==> config.mk <==
export PLATFORM = sky130hd
export DESIGN_NAME = cal_alarm_top
export DESIGN_NICKNAME = d
export VERILOG_FILES = /design/src/rtl/cal_alarm_pkg.sv /design/src/rtl/alarm_store.sv /design/src/rtl/alarm_match.sv /design/src/rtl/alarm_irq_ctl.sv /design/src/rtl/cal_alarm_top.sv
export SDC_FILE = /design/constraint.sdc
export NUM_CORES = 1
export LEC_CHECK = 0
export BUFFER_PORTS_ARGS = -buffer_cell sky130_fd_sc_hd__buf_2
export CAP_MARGIN = 20
export CORE_MARGIN = 10
export CORE_UTILIZATION = 45
export DETAILED_ROUTE_END_ITERATION = 7
export PLACE_DENSITY = 0.7
export REMOVE_ABC_BUFFERS = 1
export SLEW_MARGIN = 20
export SYNTH_ARGS = -nofsm -noshare
export SYNTH_HDL_FRONTEND = slang
export SYNTH_HIERARCHICAL = 1
export SYNTH_SLANG_ARGS = --single-unit
==> constraint.sdc <==
create_clock -name clk -period 2.2 [get_ports clk]
set_clock_uncertainty 0.1 [all_clocks]
set_input_delay 0.11 -clock clk [delete_from_list [all_inputs] [get_ports clk]]
set_output_delay 0.11 -clock clk [all_outputs]
set_load 0.02 [all_outputs]
==> src/rtl/cal_alarm_pkg.sv <==
`timescale 1ns/1ps
// Package: shared constants and field-shape functions for the calendar alarm.
// Assumes one alarm register per field, laid out at consecutive addresses.
package cal_alarm_pkg;
    localparam int DATA_W      = 8;
    localparam int ADDR_W      = 4;
    localparam int NUM_FIELDS  = 4;
    localparam int FIELD_MAX_W = 7;
    localparam int EXCL_BIT    = 7;
    localparam int FLAG_BIT    = 3;
    localparam int ENA_BIT     = 1;
    localparam int CTRL_ADDR   = 1;
    localparam int ALARM_BASE  = 9;

    typedef enum logic [1:0] {
        FLD_MIN  = 2'd0,
        FLD_HOUR = 2'd1,
        FLD_DAY  = 2'd2,
        FLD_WDAY = 2'd3
    } field_e;

    // Number of value bits kept for field idx.
    function automatic int field_width(input int idx);
        case (idx)
            0:       return 7;
            1, 2:    return 6;
            default: return 3;
        endcase
    endfunction

    // Mask of the bits a write keeps for field idx, exclude bit included.
    function automatic logic [DATA_W-1:0] field_mask(input int idx);
        logic [DATA_W-1:0] m;
        m = '0;
        for (int b = 0; b < FIELD_MAX_W; b++)
            if (b < field_width(idx)) m[b] = 1'b1;
        m[EXCL_BIT] = 1'b1;
        return m;
    endfunction
endpackage

==> src/rtl/alarm_store.sv <==
`timescale 1ns/1ps
// Module: alarm_store
// Holds one alarm register per field. A write keeps only the exclude bit and
// the value bits defined for that field; the other bits are stored as zero.
// Assumes wr_en names a single address per cycle.
module alarm_store
    import cal_alarm_pkg::*;
#(
    parameter int NUM = NUM_FIELDS,
    parameter int DW  = DATA_W,
    parameter int AW  = ADDR_W,
    parameter int BASE = ALARM_BASE
) (
    input  logic                   clk,
    input  logic                   rst_n,
    input  logic                   wr_en,
    input  logic [AW-1:0]          addr,
    input  logic [DW-1:0]          wdata,
    output logic [NUM-1:0][DW-1:0] regs_o
);
    localparam logic [DW-1:0] RESET_VAL = DW'(1) << EXCL_BIT;

    for (genvar i = 0; i < NUM; i++) begin : g_field
        localparam logic [AW-1:0]  MY_ADDR = AW'(BASE + i);
        localparam logic [DW-1:0]  MASK    = field_mask(i);
        logic [DW-1:0] val_q;
        logic          sel;

        assign sel = wr_en && (addr == MY_ADDR);

        // Load the masked write data, or return to the all-excluded state on reset.
        always_ff @(posedge clk) begin
            if (!rst_n)
                val_q <= RESET_VAL;
            else if (sel)
                val_q <= wdata & MASK;
        end

        assign regs_o[i] = val_q;
    end
endmodule

==> src/rtl/alarm_match.sv <==
`timescale 1ns/1ps
// Module: alarm_match
// Masked comparison of the alarm fields against the current time. A hit
// pulse is produced only in a strobe cycle when at least one field takes part
// and every field that takes part is equal. Purely combinational.
module alarm_match
    import cal_alarm_pkg::*;
#(
    parameter int NUM = NUM_FIELDS,
    parameter int DW  = DATA_W,
    parameter int TW  = FIELD_MAX_W
) (
    input  logic [NUM-1:0][DW-1:0] regs_i,
    input  logic [NUM-1:0][TW-1:0] now_i,
    input  logic                   tick_i,
    output logic                   hit_o,
    output logic                   excl_all_o
);
    logic [NUM-1:0] excl;
    logic [NUM-1:0] field_ok;

    for (genvar i = 0; i < NUM; i++) begin : g_cmp
        localparam logic [DW-1:0] MASK = field_mask(i);
        localparam logic [TW-1:0] VMASK = MASK[TW-1:0];
        assign excl[i]     = regs_i[i][EXCL_BIT];
        // A field agrees when it is excluded or its value bits equal the time.
        assign field_ok[i] = excl[i] ||
                             ((regs_i[i][TW-1:0] & VMASK) == (now_i[i] & VMASK));
    end

    assign excl_all_o = &excl;
    assign hit_o      = tick_i && !excl_all_o && (&field_ok);
endmodule

==> src/rtl/alarm_irq_ctl.sv <==
`timescale 1ns/1ps
// Module: alarm_irq_ctl
// Sticky alarm flag, interrupt enable and the active-low interrupt line.
// A hit takes priority over a clear request in the same cycle.
module alarm_irq_ctl (
    input  logic clk,
    input  logic rst_n,
    input  logic hit_i,
    input  logic clr_i,
    input  logic ena_we_i,
    input  logic ena_val_i,
    output logic flag_o,
    output logic ena_o,
    output logic irq_n_o
);
    logic flag_q;
    logic ena_q;

    // Set on hit, clear on request, otherwise hold.
    always_ff @(posedge clk) begin
        if (!rst_n)
            flag_q <= 1'b0;
        else if (hit_i)
            flag_q <= 1'b1;
        else if (clr_i)
            flag_q <= 1'b0;
    end

    // Load the enable bit on a control write.
    always_ff @(posedge clk) begin
        if (!rst_n)
            ena_q <= 1'b0;
        else if (ena_we_i)
            ena_q <= ena_val_i;
    end

    assign flag_o  = flag_q;
    assign ena_o   = ena_q;
    assign irq_n_o = !(flag_q && ena_q);

    assert_match_sets_flag_R9: assert property (@(posedge clk) disable iff (!rst_n)
        hit_i |=> flag_q);
    assert_flag_holds_R7: assert property (@(posedge clk) disable iff (!rst_n)
        (flag_q && !clr_i) |=> flag_q);
    assert_clear_drops_flag_R8: assert property (@(posedge clk) disable iff (!rst_n)
        (clr_i && !hit_i) |=> !flag_q);
endmodule

==> src/rtl/cal_alarm_top.sv <==
`timescale 1ns/1ps
// Module: cal_alarm_top
// Calendar alarm comparator: register port, alarm storage, masked match and
// interrupt control. Assumes the time inputs are steady in strobe cycles.
module cal_alarm_top
    import cal_alarm_pkg::*;
(
    input  logic                   clk,
    input  logic                   rst_n,
    input  logic [ADDR_W-1:0]      addr,
    input  logic [DATA_W-1:0]      wdata,
    input  logic                   wr_en,
    output logic [DATA_W-1:0]      rdata,
    input  logic                   tick,
    input  logic [6:0]             cur_min,
    input  logic [5:0]             cur_hour,
    input  logic [5:0]             cur_day,
    input  logic [2:0]             cur_wday,
    output logic                   irq_n
);
    localparam logic [ADDR_W-1:0] CTRL_A = ADDR_W'(CTRL_ADDR);
    localparam logic [ADDR_W-1:0] WDAY_A = ADDR_W'(ALARM_BASE + int'(FLD_WDAY));

    logic [NUM_FIELDS-1:0][DATA_W-1:0]      alarm_regs;
    logic [NUM_FIELDS-1:0][FIELD_MAX_W-1:0] now_vec;
    logic hit, excl_all, ctl_we, flag, ena;

    assign now_vec[FLD_MIN]  = cur_min;
    assign now_vec[FLD_HOUR] = {1'b0, cur_hour};
    assign now_vec[FLD_DAY]  = {1'b0, cur_day};
    assign now_vec[FLD_WDAY] = {4'b0, cur_wday};
    assign ctl_we = wr_en && (addr == CTRL_A);

    alarm_store #(.NUM(NUM_FIELDS), .DW(DATA_W), .AW(ADDR_W), .BASE(ALARM_BASE)) u_store (
        .clk(clk), .rst_n(rst_n), .wr_en(wr_en), .addr(addr),
        .wdata(wdata), .regs_o(alarm_regs)
    );

    alarm_match #(.NUM(NUM_FIELDS), .DW(DATA_W), .TW(FIELD_MAX_W)) u_match (
        .regs_i(alarm_regs), .now_i(now_vec), .tick_i(tick),
        .hit_o(hit), .excl_all_o(excl_all)
    );

    alarm_irq_ctl u_irq (
        .clk(clk), .rst_n(rst_n), .hit_i(hit),
        .clr_i(ctl_we && !wdata[FLAG_BIT]),
        .ena_we_i(ctl_we), .ena_val_i(wdata[ENA_BIT]),
        .flag_o(flag), .ena_o(ena), .irq_n_o(irq_n)
    );

    // Read multiplexer: control byte, alarm registers, zero elsewhere.
    always_comb begin
        rdata = '0;
        if (addr == CTRL_A) begin
            rdata[FLAG_BIT] = flag;
            rdata[ENA_BIT]  = ena;
        end
        for (int i = 0; i < NUM_FIELDS; i++)
            if (addr == ADDR_W'(ALARM_BASE + i)) rdata = alarm_regs[i];
    end

    assert_tick_gates_flag_R5: assert property (@(posedge clk) disable iff (!rst_n)
        $rose(flag) |-> $past(tick));
    assert_all_excluded_quiet_R6: assert property (@(posedge clk) disable iff (!rst_n)
        (tick && excl_all) |=> !$rose(flag));
    assert_enable_clear_releases_R10: assert property (@(posedge clk) disable iff (!rst_n)
        (ctl_we && !wdata[ENA_BIT]) |=> irq_n);
    assert_unused_bits_zero_R2: assert property (@(posedge clk) disable iff (!rst_n)
        (addr == WDAY_A) |-> (rdata[6:3] == 4'b0));
endmodule

== After elaboration in Yosys (flattened, before gate mapping) ==
Cells that the tools add are included.

* Register bits: 28
* Bits of input ports: 38
* Output and inout bits: 9

* Eq/ne operators: 9
* Multiplexer cells: 8
* Reduce and logical (&&, ||, !) cells: 19

{| class="wikitable"
|+ Operators by type and width
! cell !! count
|-
| 2-to-1 mux 8 bit || 4
|-
| equality test 4 bit (second input constant) || 4
|-
| equality test 6 bit || 2
|-
| logical AND 1 bit || 9
|-
| AND reduction 4 bit || 2
|-
| equality test 7 bit || 1
|-
| equality test 4 x 1 -> 1 bit (second input constant) || 1
|-
| logical OR 1 bit || 4
|-
| 2-to-1 mux 1 bit || 4
|-
| equality test 3 bit || 1
|-
| zero test 1 bit || 3
|-
| nonzero test 2 bit || 1
|}

== Longest topological paths before layout ==
Gate-level depths: netlist of run 1.

* Word-level depth: 6
* Gate-level depth with buffers: 6

== Modules after synthesis ==
The synthesis of run 1 kept the hierarchy.

{| class="wikitable"
|+ Modules (own cells, without submodules)
! module !! instances !! cells an instance !! area an instance (um2)
|-
| alarm_store || 1 || 105 || 1079.8
|-
| cal_alarm_top || 1 || 46 || 324.1
|-
| alarm_match || 1 || 32 || 271.5
|-
| alarm_irq_ctl || 1 || 7 || 81.3
|}

== Least setup slack after synthesis of run 1 ==
OpenSTA, ideal clock, no wires.

* Path kind: reg2reg
* Start: reg u_store.g_field[3].val_q[2]
* End: reg u_irq.flag_q, in the netlist u_irq/flag_o
* Setup time: 0.058 ns
* Arrival time: 1.259 ns
* Required time: 2.042 ns
* Slack: 0.783 ns
* Cell stages (with the launch flop): 6
* Path buffers: 0
* Period minus slack after synthesis: 1.417 ns
* Path through: dfxtp_1 xnor2_1 a31oi_1 or3b_1 nor4_2 o21a_1

* Word-level cells in the longest chain between the ends: 5

{| class="wikitable"
|+ RTL lines
! element !! line !! source
|-
| start: declaration || alarm_store.sv:26 || <nowiki>logic [DW-1:0] val_q;</nowiki>
|-
| start signal: assignment || alarm_store.sv:36 || <nowiki>val_q <= wdata & MASK;</nowiki>
|-
| equality test 3 bit (*) || alarm_match.sv:28 || <nowiki>((regs_i[i][TW-1:0] & VMASK) == (now_i[i] & VMASK));</nowiki>
|-
| logical OR 1 bit (*) || alarm_match.sv:27 || <nowiki>assign field_ok[i] = excl[i] ||</nowiki>
|-
| AND reduction 4 bit (*) || alarm_match.sv:32 || <nowiki>assign hit_o = tick_i && !excl_all_o && (&field_ok);</nowiki>
|-
| logical AND 1 bit (*) || alarm_match.sv:32 ||
|-
| named net hit || cal_alarm_top.sv:26 || <nowiki>logic hit, excl_all, ctl_we, flag, ena;</nowiki>
|-
| 2-to-1 mux 1 bit or nonzero test 2 bit (tied branches) || -- ||
|-
| end signal: assignment || alarm_irq_ctl.sv:22 || <nowiki>flag_q <= 1'b0;</nowiki>
|-
| end signal: assignment || alarm_irq_ctl.sv:24 || <nowiki>flag_q <= 1'b1;</nowiki>
|-
| end signal: assignment || alarm_irq_ctl.sv:26 || <nowiki>flag_q <= 1'b0;</nowiki>
|-
| end: declaration || alarm_irq_ctl.sv:16 || <nowiki>logic flag_q;</nowiki>
|}

The timed path passes the listed nets; every way through them passes the cells marked *.
A chain may end at the register's enable or synchronous reset.

== Worst setup path after layout of run 1 ==
* Start: reg u_store.g_field[1].val_q[3]
* End: reg u_irq.flag_q, in the netlist u_irq/flag_o

* Word-level cells in the longest chain between the ends: 5

{| class="wikitable"
|+ RTL lines
! element !! line
|-
| start: declaration || alarm_store.sv:26
|-
| start signal: assignment || alarm_store.sv:36
|-
| equality test 6 bit (*) || alarm_match.sv:28
|-
| logical OR 1 bit (*) || alarm_match.sv:27
|-
| AND reduction 4 bit (*) || alarm_match.sv:32
|-
| logical AND 1 bit (*) || alarm_match.sv:32
|-
| named net hit || cal_alarm_top.sv:26
|-
| 2-to-1 mux 1 bit or nonzero test 2 bit (tied branches) || --
|}

Marks and branches as above.

==> results of run 1 <==
==> cell usage in the layout, fill, tap and decap left out, types with 3 or more instances in the layout <==
master	count
buf_2	46
nand2_1	41
dfxtp_1	28
mux2i_1	27
xor2_1	12
xnor2_1	10
nor2b_1	7
o221ai_1	6
a21oi_1	6
conb_1	6
buf_4	5
o21ai_0	4
clkbuf_8	3
nor4_1	3
a31oi_1	3
==> registers in the layout, summed over array words and instances, names as in the netlist <==
register	flops
u_irq/ena_o	1
u_store/g_field.val_q	26
u_irq/flag_o	1
==> routing by layer <==
layer	vias up	global-route usage, %	wire length (µm)
li1	734	-	-
met2	59	20.9	1910
met4	0	4.93	61
met5	-	0	0
met3	6	4.00	512
met1	661	18.2	2100
==> worst paths after layout <==
path,from,end,slack [ns],cells past startpoint
setup / recovery,u_store/g_field[1].val_q[3],u_irq/flag_o,0.59,5
hold / removal,wdata[1],u_irq/ena_o,0.009,3
hold reg to reg,u_store/g_field[1].val_q[4],u_store/g_field[1].val_q[4],0.39,2
setup reg to reg,u_store/g_field[1].val_q[3],u_irq/flag_o,0.59,5
==> worst max-delay path: stages, from the launching register on <==
cell and delay (ns):
dfxtp_1 0.36, xor2_1 0.19, nor4_1 0.43, a31oi_1 0.16
nor4_2 0.16, o21a_1 0.16
==> power groups by stage <==
stage,Clock [mW],Combinational (mW),Sequential [mW]
after floorplan,0,0.0748,0.530
after global placement,0,0.160,0.532
after detailed placement,0,0.160,0.532
after CTS,0.422,0.162,0.520
after global routing,0.441,0.177,0.521
final,0.411,0.162,0.520
==> metrics by stage <==
step,cell area (µm²),std cells
floorplan,1650,176
global placement,1970,275
detailed placement,1970,275
CTS,2050,280
global route,2050,280
finish,2050,280
==> cell type report <==
type	count	area [µm²]	share of cell area, %
Clock inverter	1	30.0	1.46
Timing Repair Buffer	52	278	13.5
Multi-Input combinational cell	148	1080	52.8
Tap cell	48	60.1	2.92
Clock buffer	3	41.3	2.01
Sequential cell	28	561	27.3
==> timing repair <==
| item | CTS | global route |
|---|---|---|
| endpoints found under the hold margin | 1 | 0 |
| hold buffers | 1 | 0 |
| setup endpoints to repair | 0 | 0 |
==> flow_summary.toml, run 1 <==
[timing]
fmax_ghz = 0.621
maxSlewViolCount = 0
fin_crit_sh_pct = 73.2
rsz0062_at_grt = "false"
period_needed_ns = 1.61
hold_ws_ns = 0.00939
finalHoldViolations = 0
setup_ws_ns = 0.590
setup_tns_ns = 0
setup_viol = 0

[global_routing]
overflow = 0
track_usage_pct = 13.8
grt_max_degree = 25
grt_pass1_vias = 1481
antenna_found_initial = 0
grt_pass1_wl_um = 7290

[placement]
pre_cts_slack_ns = 0.614
dp_hpwl_um = 3570
gp_congestion = 0.800
port_buffers = 46

[cts]
cts-root-buf = "clkbuf_8"
cts_buffers = 3
cts_setup_buffers = 0
clkSlewWorstSetupHoldPaths_ns = 0.10
ctsResizeCount = 0
clock_latency_ns = 0.28
cts_tree = "yes"
clockBufferDepth = 2
htree_levels = 1
clock-sinks = 28

[drt]
antenna_left = 0
drc = 0
drt_wl_total_um = 4590
dr.pass1.iters = 4
viasPerCell = 5.21
drt-wirelength-per-cell_um = 16.4
initialDrtViolationCount = 49
vias = 1460

[critical_path]
start_kind = "flip-flop"
critPathArrivalTime_ns = 1.74
cp_max_fo = 3
crit_type = "reg2reg"
worst_ep_required_time_ns = 2.33
crit_path_end_kind = "flip-flop"

[power_and_ir_drop]
power.density_nw_per_um2 = 532
clockPowerShare_pct = 37.6
peakVddDrop_mv = 0.274
swShare_pct = 24.0
seqPwrFrac_pct = 47.6
p_switching_mw = 0.263
p_comb_share_pct = 14.8
power_mw = 1.09
p_leak_nw = 0.871
p_int_mw = 0.830

[die]
io_pins = 47
dieArea_um2 = 6790
core_area_um2 = 3720
die_h_um = 82.4
die_w_um = 82.4
initial_core_util_pct = 47.2
rows = 22

[synthesis]
avgSynthCellArea_um2 = 9.27
yosysWarnings = 6
netlist_instances = 189
syn-cell-area_um2 = 1750

[final_layout]
syn_to_final_growth_pct = 17.2
layout-drive-gt1-share_pct = 29.3
final_net_count = 271
fill_cells = 368
n_antenna_cell = 0
finalCoreUtilization_pct = 55.3

[worst_hold_path]
hold_path.class = "in2reg"

[run]
max_cap_viol_count = 0

[run_status]
status = "complete, no violations"
(Power assumes the default switching activity.)
==> run 2: changes to the inputs <==
--- a/config.mk
+++ b/config.mk
@@ -10,7 +10,7 @@
 export CORE_MARGIN = 10
 export CORE_UTILIZATION = 45
 export DETAILED_ROUTE_END_ITERATION = 7
-export PLACE_DENSITY = 0.7
+export PLACE_DENSITY = 0.73
 export REMOVE_ABC_BUFFERS = 1
 export SLEW_MARGIN = 20
 export SYNTH_ARGS = -nofsm -noshare
==> constraint.sdc (replaced) <==
create_clock -name clk -period 1.32 [get_ports clk]
set_clock_uncertainty 0.1 [all_clocks]
set_input_delay 0.066 -clock clk [delete_from_list [all_inputs] [get_ports clk]]
set_output_delay 0.066 -clock clk [all_outputs]
set_load 0.02 [all_outputs]
==> flow_summary.toml, run 2 (synthesized netlist as in run 1, its figures left out) <==
[run_status]
status = "finished with violations"
failed_checks = "negative setup slack"

[final_layout]
register_area_um2 = 577
syn_to_final_growth_pct = 39.7
largest_register_ffs = 26
layout-drive-gt1-share_pct = 46.6
final_net_count = 306
largest_register = "u_store/g_field.val_q"
n_antenna_cell = 0
layout_common_cells = "40 x nand2_1, 38 x buf_2, 34 x buf_4"
multi_input_area_um2 = 1150
fill_cells = 285
layout_commonest_cell = "nand2_1"

[timing]
finalHoldViolations = 0
period_needed_ns = 1.54
hold_ws_ns = 0.00638
setup_viol = 3
fmax_ghz = 0.647
rsz0062_at_grt = "true"
setup_ws_ns = -0.225
fin_crit_sh_pct = 117
maxSlewViolCount = 0

[die]
rows = 22
die_h_um = 82.4
io_pins = 47
dieArea_um2 = 6790
core_area_um2 = 3720
initial_core_util_pct = 47.2
die_w_um = 82.4

[global_routing]
track_usage_pct = 15.1
overflow = 0
grt_pass1_wl_um = 8080
grt_pass1_vias = 1659
antenna_found_initial = 0
grt_max_degree = 29

[worst_hold_path]
min_to = "u_store/g_field[0].val_q[7]"
hold_depth = 3
hold_path.class = "in2reg"
holdCritStartpoint = "wdata[7]"

[cts]
htree_levels = 1
cts_tree = "yes"
clkSlewWorstSetupHoldPaths_ns = 0.09
clock-sinks = 28
cts_buffers = 3
clock_latency_ns = 0.27
cts-root-buf = "clkbuf_8"
clockBufferDepth = 2

[power_and_ir_drop]
swShare_pct = 26.8
peakVddDrop_mv = 0.553
p_leak_nw = 1.07
power.density_nw_per_um2 = 684
p_switching_mw = 0.448
clockPowerShare_pct = 27.8
seqPwrFrac_pct = 51.7
p_comb_share_pct = 20.5
p_int_mw = 1.23

[critical_path]
cp_max_fo = 2
cp-startpoint = "u_store/g_field[1].val_q[3]"
critPathArrivalTime_ns = 1.38
start_kind = "flip-flop"
worst_ep_required_time_ns = 1.15
rr_endpoint = "u_irq/flag_o"
crit_path_end_kind = "output port"
crit_type = "reg2out"
r2r_slack_ns = -0.18
ff2ff_path_depth = 5
r2r-start = "u_store/g_field[2].val_q[3]"

[drt]
drc = 0
viasPerCell = 5.18
antenna_left = 0
drt_wl_total_um = 5290
dr.pass1.iters = 4
vias = 1625
drt-wirelength-per-cell_um = 16.9
initialDrtViolationCount = 68

[run]
max_cap_viol_count = 0

[placement]
dp_hpwl_um = 3890
pre_cts_slack_ns = -0.155
gp_congestion = 0.884
port_buffers = 46
==> run 2: area by class of cell <==
type / count / share of cell area (%)
clock buffer: 3 / 1.69
multi-input combinational: 148 / 47.0
sequential: 28 / 23.6
tap: 48 / 2.45
timing repair buffer: 87 / 25.3
==> run 2: power by group through the flow <==
stage               combinational, mW  clock [mW]  sequential, mW
floorplan                       0.125           0           0.884
global placement                0.301           0           0.884
detailed placement              0.302           0           0.884
CTS                             0.323       0.468           0.865
global route                    0.366       0.499           0.868
finish                          0.343       0.466           0.866
==> run 2: metrics by stage <==
stage	total power, mW	utilization [%]	setup TNS, ns	instance area (µm²)	cells
6_report	1.68	65.9	-0.588	2450	314
5_1_grt	1.73	65.9	-0.976	2450	314
4_1_cts	1.66	63.8	-0.555	2370	312
3_5_place_dp	1.19	59.7	-0.155	2220	306
3_3_place_gp	1.18	59.7	-0.130	2220	306
2_1_floorplan	1.01	-	-0.0969	1650	176
==> run 2: per-layer routing <==
layer  share of wire, %  wire, µm  track usage (%)  vias to the layer above
met4                1.1        58             3.23                        0
met2                 47      2500             24.3                       62
li1                   -         -                -                      804
met3                7.9       419             3.78                        6
met5                  0         0                0                        -
met1                 44      2310             19.9                      753
==> run 2: how the worst max path moves through the flow <==
stage,to,slack [ns],cells past startpoint
after detailed placement,u_irq/flag_o,-0.16,5
after global routing,u_irq/flag_o,-0.28,5
final,rdata[3],-0.22,5
after CTS,rdata[3],-0.23,5
after global placement,u_irq/flag_o,-0.13,5
after floorplan,u_irq/flag_o,-0.1,5
==> run 2: worst max-delay path: stages, from the launching register on <==
cell	delay, ns
dfxtp_2	0.34
buf_6	0.11
mux2_4	0.26
a32oi_1	0.19
nand2_1	0.08
buf_6	0.13
==> run 2: repair_timing <==
| action | CTS | global route |
|---|---|---|
| endpoints found under the hold margin | 3 | 0 |
| setup buffers | 0 | 2 |
| pin swaps | 12 | 14 |
| hold buffers | 3 | 0 |
| endpoints found under the setup margin | 8 | 9 |
| gates resized for setup | 32 | 16 |
==> run 3: changes to the inputs <==
--- a/config.mk
+++ b/config.mk
@@ -11,7 +11,6 @@
 export CORE_UTILIZATION = 45
 export DETAILED_ROUTE_END_ITERATION = 7
 export PLACE_DENSITY = 0.73
-export REMOVE_ABC_BUFFERS = 1
 export SLEW_MARGIN = 20
 export SYNTH_ARGS = -nofsm -noshare
 export SYNTH_HDL_FRONTEND = slang
==> flow_summary.toml, run 3 (synthesized netlist as in run 1, its figures left out) <==
[critical_path]
cp_max_fo = 2
critPathArrivalTime_ns = 1.38
worst_ep_required_time_ns = 1.15
start_kind = "flip-flop"
crit_path_end_kind = "output port"
ff2ff_path_depth = 5
crit_type = "reg2out"

[drt]
initialDrtViolationCount = 93
vias = 1676
drc = 0
dr.pass1.iters = 4
antenna_left = 0
drt_wl_total_um = 5430
viasPerCell = 5.22
drt-wirelength-per-cell_um = 16.9

[final_layout]
multi_input_area_um2 = 1180
final_net_count = 313
syn_to_final_growth_pct = 45.6
n_antenna_cell = 0
register_area_um2 = 581
fill_cells = 285
layout-drive-gt1-share_pct = 49.8
layout_common_cells = "40 x nand2_1, 40 x buf_2, 34 x buf_4"
largest_register_ffs = 26
finalCoreUtilization_pct = 68.7
final_cells = 321
largest_register = "u_store/g_field.val_q"

[power_and_ir_drop]
power_mw = 1.71
peakVddDrop_mv = 0.369
swShare_pct = 27.1
p_int_mw = 1.25
power.density_nw_per_um2 = 670
seqPwrFrac_pct = 50.7
p_comb_share_pct = 21.6
clockPowerShare_pct = 27.7
p_leak_nw = 1.13
p_switching_mw = 0.464

[cts]
clockBufferDepth = 2
clock-sinks = 28
cts_tree = "yes"
clock_latency_ns = 0.28
cts_buffers = 3
clkSlewWorstSetupHoldPaths_ns = 0.09
cts-root-buf = "clkbuf_8"
htree_levels = 1

[placement]
port_buffers = 46
gp_congestion = 0.863
placedCellCount = 308
dp_hpwl_um = 4020

[timing]
period_needed_ns = 1.54
setup_viol = 3
setup_tns_ns = -0.619
fin_crit_sh_pct = 117
rsz0062_at_grt = "true"
maxSlewViolCount = 0
setup_ws_ns = -0.223
finalHoldViolations = 0
fmax_ghz = 0.648

[worst_hold_path]
hold_path.class = "in2reg"
hold_depth = 3

[global_routing]
grt_max_degree = 27
grt_pass1_wl_um = 8360
antenna_found_initial = 0
overflow = 0
grt_pass1_vias = 1699
track_usage_pct = 16.0

[die]
initial_core_util_pct = 47.2
io_pins = 47
core_area_um2 = 3720
die_h_um = 82.4
rows = 22
die_w_um = 82.4
dieArea_um2 = 6790

[run_status]
failed_checks = "negative setup slack"
status = "finished with violations"

[run]
max_cap_viol_count = 0
==> run 3: cell types whose count changed in the layout (fill, tap and decap cells not counted), moves of 2 or more <==
cell and delta:
xnor2_1 -3, buf_6 +2, dlygate4sd3_1 +2, o21ai_1 -2, a21oi_1 -2, buf_2 +2, xnor2_2 +3, dfxtp_2 +3
dfxtp_1 -3
==> run 3: cell type report <==
cell class	instances	area share [%]
repair buffers	94	27.1
well taps	48	2.35
clock buffers	3	1.62
multi-input cells	148	46.2
flip-flops and latches	28	22.7
==> run 3: repair_timing <==
item / 4_1_cts / 5_1_grt
hold buffers: 5 / 0
gates resized for setup: 36 / 15
pin swaps: 12 / 9
setup endpoints to repair: 7 / 9
buffers inserted: 1 / 4
endpoints found under the hold margin: 9 / 0
==> run 3: critical path, stage by stage (launching register included) <==
cell and delay [ns]:
dfxtp_2 0.33, buf_6 0.11, mux2_4 0.26, a32oi_1 0.19, nand2_1 0.08, buf_6 0.13
==> run 3: power by group through the flow <==
stage	combinational, mW	sequential, mW	clock [mW]
after floorplan	0.172	0.884	0
after global placement	0.313	0.884	0
after detailed placement	0.316	0.885	0
after CTS	0.349	0.866	0.484
after global routing	0.397	0.869	0.514
final	0.369	0.867	0.475
==> run 3: layer usage <==
| layer | GRT usage, % | part of all wire (%) | up-vias |
|---|---|---|---|
| met3 | 3.78 | 7.4 | 14 |
| met1 | 19.9 | 41 | 794 |
| met2 | 25.6 | 49 | 52 |
| met4 | 7.14 | 2.6 | 0 |
| li1 | - | - | 816 |
| met5 | 0 | 0 | - |
==> run 3: final timing paths <==
check,from,to,slack (ns)
worst min register to register,u_store/g_field[1].val_q[4],u_store/g_field[1].val_q[4],0.38
worst max-delay path,u_store/g_field[1].val_q[3],rdata[3],-0.22
worst min-delay path,wdata[5],u_store/g_field[1].val_q[5],0.005
worst max register to register,u_store/g_field[2].val_q[2],u_irq/flag_o,-0.20
==> run 3: through the flow <==
stage	hold WS, ns	instance area (µm²)	worst slack, ns
finish	0.00493	2550	-0.223
global route	0.00151	2550	-0.316
CTS	0.00307	2450	-0.224
detailed placement	0.222	2250	-0.151
global placement	0.217	2250	-0.149
floorplan	0.0838	1780	-0.0199
